## src/rtl/pmv_pkg.sv

```systemverilog
package pmv_pkg;
  typedef enum logic {
    PMV_IDLE = 1'b0,
    PMV_RUN  = 1'b1
  } pmv_state_e;
endpackage

```

## src/rtl/pmv_lane.sv

```systemverilog
// One operand side: holds the element index and finds the next enabled element.
module pmv_lane #(
  parameter int NREG  = 32,
  parameter int MAXVL = 16,
  localparam int IDX_W = $clog2(NREG),
  localparam int VL_W  = $clog2(MAXVL + 1)
) (
  input  logic             clk,
  input  logic             rst_n,
  input  logic             load,
  input  logic             cfg_vec,
  input  logic [MAXVL-1:0] cfg_mask,
  input  logic [IDX_W-1:0] cfg_base,
  input  logic [VL_W-1:0]  vl,
  input  logic             advance,
  output logic             vec,
  output logic [VL_W-1:0]  eff_idx,
  output logic             exhausted,
  output logic [IDX_W-1:0] reg_idx
);
  logic [VL_W-1:0]  idx_q, idx_d;
  logic             vec_q, vec_d;
  logic [MAXVL-1:0] mask_q, mask_d;
  logic [IDX_W-1:0] base_q, base_d;
  logic             en;
  logic             found;
  logic [VL_W-1:0]  hit;

  // lowest enabled element at or above the current index and below vl
  always_comb begin
    found = 1'b0;
    hit   = '0;
    for (int k = 0; k < MAXVL; k++) begin
      if (!found && mask_q[k] && (VL_W'(k) >= idx_q) && (VL_W'(k) < vl)) begin
        found = 1'b1;
        hit   = VL_W'(k);
      end
    end
  end

  assign vec       = vec_q;
  assign eff_idx   = vec_q ? (found ? hit : vl) : '0;
  assign exhausted = vec_q ? !found : (vl == '0);
  assign reg_idx   = base_q + IDX_W'(eff_idx);

  assign en = load | advance;

  always_comb begin
    idx_d  = idx_q;
    vec_d  = vec_q;
    mask_d = mask_q;
    base_d = base_q;
    if (load) begin
      idx_d  = '0;
      vec_d  = cfg_vec;
      mask_d = cfg_mask;
      base_d = cfg_base;
    end else if (advance && vec_q) begin
      idx_d = eff_idx + VL_W'(1);
    end
  end

  always_ff @(posedge clk or negedge rst_n) begin
    if (!rst_n) begin
      idx_q  <= '0;
      vec_q  <= 1'b0;
      mask_q <= '0;
      base_q <= '0;
    end else if (en) begin
      idx_q  <= idx_d;
      vec_q  <= vec_d;
      mask_q <= mask_d;
      base_q <= base_d;
    end
  end

  // a chosen vector element lies in [index, vl) and its mask bit is set
  p_skip_target_r2: assert property (@(posedge clk) disable iff (!rst_n)
    (vec_q && !exhausted) |->
      (eff_idx >= idx_q) && (eff_idx < vl) && (|((mask_q >> eff_idx) & MAXVL'(1))));

  // a scalar side points at its base register
  p_scalar_base_r3: assert property (@(posedge clk) disable iff (!rst_n)
    !vec_q |-> (reg_idx == base_q));
endmodule

```

## src/rtl/twin_pred_mover.sv

```systemverilog
module twin_pred_mover #(
  parameter int NREG  = 32,
  parameter int MAXVL = 16,
  localparam int IDX_W = $clog2(NREG),
  localparam int VL_W  = $clog2(MAXVL + 1)
) (
  input  logic             clk,
  input  logic             rst_n,
  input  logic             start,
  input  logic [IDX_W-1:0] src_base,
  input  logic [IDX_W-1:0] dst_base,
  input  logic             src_vec,
  input  logic             dst_vec,
  input  logic             src_pred_en,
  input  logic             dst_pred_en,
  input  logic [MAXVL-1:0] src_mask,
  input  logic [MAXVL-1:0] dst_mask,
  input  logic [VL_W-1:0]  vl,
  output logic             busy,
  output logic             mv_valid,
  input  logic             mv_ready,
  output logic [IDX_W-1:0] mv_src,
  output logic [IDX_W-1:0] mv_dst,
  output logic             done
);
  import pmv_pkg::*;

  pmv_state_e       state_q, state_d;
  logic [VL_W-1:0]  vl_q, vl_d;
  logic             fin_q, fin_d;
  logic             load, xfer, end_c, st_en;
  logic             s_vec, d_vec, s_exh, d_exh;
  logic [VL_W-1:0]  s_eff, d_eff;
  logic [MAXVL-1:0] s_mask_eff, d_mask_eff;

  assign load       = (state_q == PMV_IDLE) && start;
  assign s_mask_eff = src_pred_en ? src_mask : '1;
  assign d_mask_eff = dst_pred_en ? dst_mask : '1;

  pmv_lane #(.NREG(NREG), .MAXVL(MAXVL)) u_src (
    .clk(clk), .rst_n(rst_n), .load(load), .cfg_vec(src_vec),
    .cfg_mask(s_mask_eff), .cfg_base(src_base), .vl(vl_q), .advance(xfer),
    .vec(s_vec), .eff_idx(s_eff), .exhausted(s_exh), .reg_idx(mv_src));

  pmv_lane #(.NREG(NREG), .MAXVL(MAXVL)) u_dst (
    .clk(clk), .rst_n(rst_n), .load(load), .cfg_vec(dst_vec),
    .cfg_mask(d_mask_eff), .cfg_base(dst_base), .vl(vl_q), .advance(xfer),
    .vec(d_vec), .eff_idx(d_eff), .exhausted(d_exh), .reg_idx(mv_dst));

  assign end_c    = fin_q | s_exh | d_exh;
  assign busy     = (state_q == PMV_RUN);
  assign mv_valid = busy && !end_c;
  assign done     = busy && end_c;
  assign xfer     = mv_valid && mv_ready;
  assign st_en    = load | done | xfer;

  always_comb begin
    state_d = state_q;
    vl_d    = vl_q;
    fin_d   = fin_q;
    if (load) begin
      state_d = PMV_RUN;
      vl_d    = (vl > VL_W'(MAXVL)) ? VL_W'(MAXVL) : vl;
      fin_d   = 1'b0;
    end else if (done) begin
      state_d = PMV_IDLE;
    end else if (xfer && !s_vec && !d_vec) begin
      fin_d = 1'b1;
    end
  end

  always_ff @(posedge clk or negedge rst_n) begin
    if (!rst_n) begin
      state_q <= PMV_IDLE;
      vl_q    <= '0;
      fin_q   <= 1'b0;
    end else if (st_en) begin
      state_q <= state_d;
      vl_q    <= vl_d;
      fin_q   <= fin_d;
    end
  end

  // a stalled move holds
  p_stall_hold_r9: assert property (@(posedge clk) disable iff (!rst_n)
    (mv_valid && !mv_ready) |=> (mv_valid && $stable(mv_src) && $stable(mv_dst)));

  // done is a single-cycle pulse that returns to idle
  p_done_pulse_r6: assert property (@(posedge clk) disable iff (!rst_n)
    done |=> (!done && !busy));

  // busy holds until done
  p_busy_hold_r1: assert property (@(posedge clk) disable iff (!rst_n)
    (busy && !done) |=> busy);

  // scalar-to-scalar finishes right after its one move
  p_scalar_once_r7: assert property (@(posedge clk) disable iff (!rst_n)
    (xfer && !s_vec && !d_vec) |=> done);

  // no index at or beyond the length is ever presented
  p_in_range_r6: assert property (@(posedge clk) disable iff (!rst_n)
    mv_valid |-> ((s_eff < vl_q) && (d_eff < vl_q)));
endmodule

```

## config.mk

```make
export PLATFORM = sky130hd
export DESIGN_NAME = twin_pred_mover
export DESIGN_NICKNAME = d
export VERILOG_FILES = /design/src/rtl/pmv_pkg.sv /design/src/rtl/pmv_lane.sv /design/src/rtl/twin_pred_mover.sv
export SDC_FILE = /design/constraint.sdc
export NUM_CORES = 1
export LEC_CHECK = 0
export BUFFER_PORTS_ARGS = -buffer_cell sky130_fd_sc_hd__buf_4
export CAP_MARGIN = 20
export CORE_MARGIN = 3
export CORE_UTILIZATION = 57
export DETAILED_ROUTE_END_ITERATION = 10
export PLACE_DENSITY_LB_ADDON = 0.1
export SYNTH_ARGS = -nofsm -noshare
export SYNTH_HDL_FRONTEND = slang
export SYNTH_SLANG_ARGS = --single-unit
```

## constraint.sdc

```tcl
create_clock -name clk -period 4.9 [get_ports clk]
set_clock_uncertainty 0.2 [all_clocks]
set_input_delay 0.98 -clock clk [delete_from_list [all_inputs] [get_ports clk]]
set_output_delay 0.98 -clock clk [all_outputs]
set_load 0.1 [all_outputs]
```

==> results of run 1 <==
-- layout make-up --
cell class	instances	area (um2)	share of cell area, %
multi-input combinational	347	2380	44.5
sequential	61	1530	28.5
timing repair buffer	117	938	17.5
inverter	51	191	3.58
clock buffer	12	145	2.71
tap	96	120	2.24
clock inverter	4	47.5	0.888
-- tightest hold or removal path, stage by stage, from the launching register on --
cell	delay, ns
dfrtp_1	0.35
nand2_1	0.06
nand2_1	0.06
-- flip-flops by register name (all words and copies together) (netlist names) --
name and flops:
u_src.vec 1, u_dst.idx_q 5, vl_q 5, u_dst.vec 1, u_dst.mask_q 16, u_dst.base_q 5, u_src.mask_q 16, busy 1
u_src.idx_q 5, fin_q 1, u_src.base_q 5
-- cells in the final DEF (no fill, tap or decap), types with 6 or more instances in the layout --
cell type / instances
nand3_1: 19
nor2_1: 51
a21oi_1: 9
inv_1: 50
ha_1: 9
and3_1: 8
buf_4: 110
dfrtp_1: 61
nand2b_1: 9
o21a_1: 7
a31oi_1: 35
nand2_1: 57
o211ai_1: 6
clkbuf_8: 10
o21ai_0: 18
-- per-layer routing --
layer / track usage (%) / share of wire [%] / up-vias
met5: 0 / 0 / -
met4: 7.66 / 1.6 / 0
met3: 4.39 / 4.8 / 20
met2: 47.7 / 50 / 121
met1: 38.0 / 43 / 1897
li1: - / - / 1934
-- kinds of logic (layout without fill, tap and decap cells) --
kind of cell	count (synthesis)	after routing	synth area share [%]
AND/OR/NAND/NOR	183	183	22.1
AO/OA/AOI/OAI	137	137	24.5
buffers and inverters	89	184	9.23
flip-flops	61	61	36.9
adder cells (fa/ha/maj)	12	12	3.99
XOR/XNOR	11	11	2.33
multiplexers	4	4	0.968
-- timing repair --
action | CTS | global route
pin swaps | 4 | 1
endpoints found under the setup margin | 5 | 6
endpoints found under the hold margin | 0 | 0
setup buffers | 4 | 2
resized for setup | 27 | 5
-- worst paths after layout --
path | endpoint | cells past startpoint
min in group asynchronous | u_dst.base_q[2] | 1
max in group asynchronous | u_src.mask_q[8] | 1
worst max-delay path | mv_dst[4] | 18
worst max register to register | u_dst.idx_q[3] | 11
worst min-delay path | u_src.base_q[2] | 2
worst min register to register | u_src.base_q[2] | 2
-- through the flow --
| step | instance area, um2 | instances | worst slack, ns |
|---|---|---|---|
| after detailed placement | 4970 | 665 | -0.232 |
| after global placement | 4970 | 665 | 0.0152 |
| after CTS | 5290 | 685 | -0.231 |
| after global routing | 5350 | 688 | -0.454 |
| after floorplan | 4200 | 497 | -0.309 |
| final | 5350 | 688 | -0.370 |
==> results.yml, run 1 <==
global_routing:
  grt_usage_pct: 28.4
  grt_pass1_vias: 3960
  gr-total-overflow: 0
  antenna_found_initial: 0
  grt_first_pass_wirelength_um: 19100
  grt_max_degree: 62
timing:
  fin_tns_setup_ns: -0.579
  worstMarginPinSlew_ns: 0.846
  setup_ws_ns: -0.370
  fmax_mhz: 190
  hold_viol_final: 0
  max_slew_margin_pct: 43.5
  fin_crit_sh_pct: 108
  slew_viol_final: 0
  rsz0062_at_grt: "yes"
  holdWs_ns: 0.295
  finalSetupViolations: 3
  finalCriticalPeriod_ns: 5.27
floorplanning:
  rows: 30
  ios: 68
  core_um2: 6910
  die_w_um: 91.2
  die_h_um: 91.2
  start_util_pct: 59.9
  dieArea_um2: 8310
setup_path:
  crit_arrival_ns: 4.09
  crit_slowest_cell: "a2111oi_0"
  crit_chain: "buf_4, nor2_1, buf_4, or2_2, a2111oi_0, nor4_1, o21ai_1, a221oi_2, ha_2, inv_2, fa_2, inv_1, a21o_1, a21oi_2, xnor2_1, buf_4, xnor2_4, buf_12"
  ff2ff_setup_slack_ns: 1.38
  max_stage_delay_ns: 0.71
  cp_top_family: "compound AO/OA/AOI/OAI gates"
  start_kind: "flop"
  crit_top_cell: "buf_4"
  critPathLaunch: "vl_q[4]"
  crit_fanout: 18
  crit_type: "reg -> out"
  endpoint_kind: "output pin"
  cp_data_required_time_ns: 3.72
  cp_num_buf_inv: 6
  timing.rr.start: "vl_q[4]"
yosys:
  yosysUniqueCellTypes: 74
  synth_area_leaders: "dfrtp_1 37%, a31oi_1 5.4%, nand2_1 5.2%"
  synth_ff_type: "dfrtp_1"
  ys_seq_area_share_pct: 36.9
  synth_nets: 564
  yosysTopAreaCellShare_pct: 36.9
  yosysWarnings: 0
  synth_top_cells_by_count: "61 x dfrtp_1, 57 x nand2_1, 51 x inv_1, 51 x nor2_1, 36 x a31oi_1"
  syn_area_per_cell_um2: 8.32
  ys_async_sr_fraction_pct: 100
  ys_ff_latch: 61
  synth.most_common_cell: "dfrtp_1"
  synth-edff-count: 0
  syn_inst: 497
  yosys.area.top_type: "dfrtp_1"
  netlist_area_um2: 4140
detailed_routing:
  dr.first_iter.drc_count: 229
  drc: 0
  first_pass_iters: 5
  via_per_inst: 5.77
  drtAntennaViolNets: 0
  num_vias: 3972
  wirelength_um: 11500
  routedWlPerCell_um: 16.7
hold_path:
  hold_start: "u_src.base_q[2]"
  hp-class: "reg -> reg"
clocking:
  clock-sinks: 61
  cts_tree: "built"
  clk_pin_slew_ns: 0.07
  cts-hold-fix-buffers: 0
  clk_latency_ns: 0.34
  cts_max_path_buffers: 2
  cts-root-buf: "clkbuf_8"
  cts_buffers: 9
  h-tree-depth: 3
final_layout:
  antenna_cells: 0
  nets: 654
  post-route-util_pct: 77.5
  n_fill_cell: 544
  syn2layout_area_growth_pct: 29.4
  drive_gt1_share_pct: 28.9
outcome:
  outcome: "finished with violations"
  violations: "negative setup slack"
place:
  dp_hpwl_um: 8520
  gp_congestion: 0.946
  portBuffers: 67
run:
  maxCapViolations: 0
Power of run 1 is left out: the tool's default activity adds up to more than one toggle a clock period on the data nets, which glitch-free logic cannot reach.
==> inputs of run 2 (changes only) <==
Settings changed: CORE_UTILIZATION 57 to 58, SYNTH_HIERARCHICAL set to 1.
==> results.yml, run 2 <==
outcome:
  outcome: "finished with violations"
  violations: "negative setup slack"
detailed_routing:
  drtAntennaViolNets: 0
  wirelength_um: 16400
  routedWlPerCell_um: 24.2
  drc: 0
  num_vias: 4562
  dr.first_iter.drc_count: 471
  first_pass_iters: 5
  via_per_inst: 6.76
global_routing:
  antenna_found_initial: 0
  gr-total-overflow: 0
  grt_usage_pct: 33.6
  grt_max_degree: 62
  grt_first_pass_wirelength_um: 22900
  grt_pass1_vias: 4376
clocking:
  clk_pin_slew_ns: 0.06
  clk_latency_ns: 0.36
  h-tree-depth: 3
  cts_tree: "built"
  cts-hold-fix-buffers: 0
  clock-sinks: 61
  cts_max_path_buffers: 2
  cts-root-buf: "clkbuf_8"
  cts_buffers: 9
final_layout:
  antenna_cells: 0
  syn2layout_area_growth_pct: 38.2
  final_cell_mix: "124 x buf_4, 57 x dfrtp_1, 40 x mux2_2, 34 x nand2b_1, 22 x nand2_1"
  drive_gt1_share_pct: 51.6
  post-route-util_pct: 84.6
  nets: 638
  n_fill_cell: 378
  final_common_cell: "buf_4"
  final_cell_area_um2: 6300
  largestRegisters: "u_dst/mask_q (16), u_src/mask_q (16)"
yosys:
  syn_area_per_cell_um2: 10.1
  syn_inst: 453
  synth_nets: 520
  yosysWarnings: 6
  netlist_area_um2: 4560
setup_path:
  crit_arrival_ns: 3.92
  cp_num_buf_inv: 4
  crit_fanout: 8
  crit_top_cell: "buf_6"
  max_stage_delay_ns: 0.46
  crit_type: "reg -> out"
  start_kind: "flop"
  endpoint_kind: "output pin"
  crit_slowest_cell: "o311ai_2"
  cp_top_family: "compound AO/OA/AOI/OAI gates"
  cp_data_required_time_ns: 3.72
  crit_chain: "buf_6, buf_4, o21ba_4, buf_6, a2111oi_4, o211ai_1, o311ai_2, nor2b_2, fa_2, a21o_1, a21oi_2, xnor2_2, xnor2_2, buf_6"
place:
  dp_hpwl_um: 9090
  dpl_cell_area_um2: 5390
  portBuffers: 67
  gp_congestion: 0.916
timing:
  worstMarginPinSlew_ns: 0.762
  rsz0062_at_grt: "yes"
  hold_viol_final: 0
  finalSetupViolations: 3
  max_slew_margin_pct: 48.5
  setup_ws_ns: -0.204
  fin_crit_sh_pct: 104
  slew_viol_final: 0
  finalCriticalPeriod_ns: 5.10
  fmax_mhz: 196
floorplanning:
  ios: 68
  die_h_um: 94.7
  rows: 31
  dieArea_um2: 8960
  core_um2: 7450
  die_w_um: 94.7
  start_util_pct: 61.2
run:
  maxCapViolations: 0
hold_path:
  hp-class: "reg -> reg"
[run 2: cell type report]
class                   instances  area [um2]  area share [%]
flip-flops and latches         61        1530            24.3
well taps                      99         124            1.97
clock buffers                  11         151            2.40
inverters                      13        48.8           0.774
multi-input cells             345        3240            51.4
repair buffers                141        1140            18.2
clock inverters                 5        58.8           0.933
[run 2: routing by layer]
metal	wire length, um	GRT usage [%]	up-vias
li1	-	-	1931
met5	0	0	-
met3	1500	7.01	77
met2	7600	53.8	346
met4	655	11.9	0
met1	6600	45.2	2208
[run 2: worst paths after layout]
| kind | end | startpoint | cells after the start | slack, ns |
|---|---|---|---|---|
| setup / recovery | mv_dst[4] | vl_q[3] | 14 | -0.20 |
| hold / removal | u_src/mask_q[14] | u_src/mask_q[14] | 1 | 0.33 |
| setup reg to reg | u_src/idx_q[3] | u_dst/idx_q[4] | 15 | 1.02 |
| hold reg to reg | u_src/mask_q[14] | u_src/mask_q[14] | 1 | 0.33 |
| max in group asynchronous | u_dst/idx_q[4] | rst_n | 1 | 3.45 |
| min in group asynchronous | u_src/idx_q[3] | rst_n | 1 | 0.50 |
[run 2: repair_timing]
item / in CTS / in global routing
setup buffers: 16 / 19
endpoints found under the hold margin: 0 / 0
pin swaps: 25 / 30
resized for setup: 41 / 42
setup endpoints to repair: 6 / 4
[run 2: per-stage QoR]
stage	setup TNS [ns]	hold slack, ns	setup WS [ns]	std cells
after global routing	-0.664	0.336	-0.296	675
after detailed placement	-0.0383	0.299	-0.0225	624
after CTS	-0.0517	0.321	-0.0517	656
after floorplan	-0.330	0.271	-0.329	453
after global placement	0	0.291	0.00842	624
final	-0.333	0.326	-0.204	675
Power of run 2 is left out for the same reason.
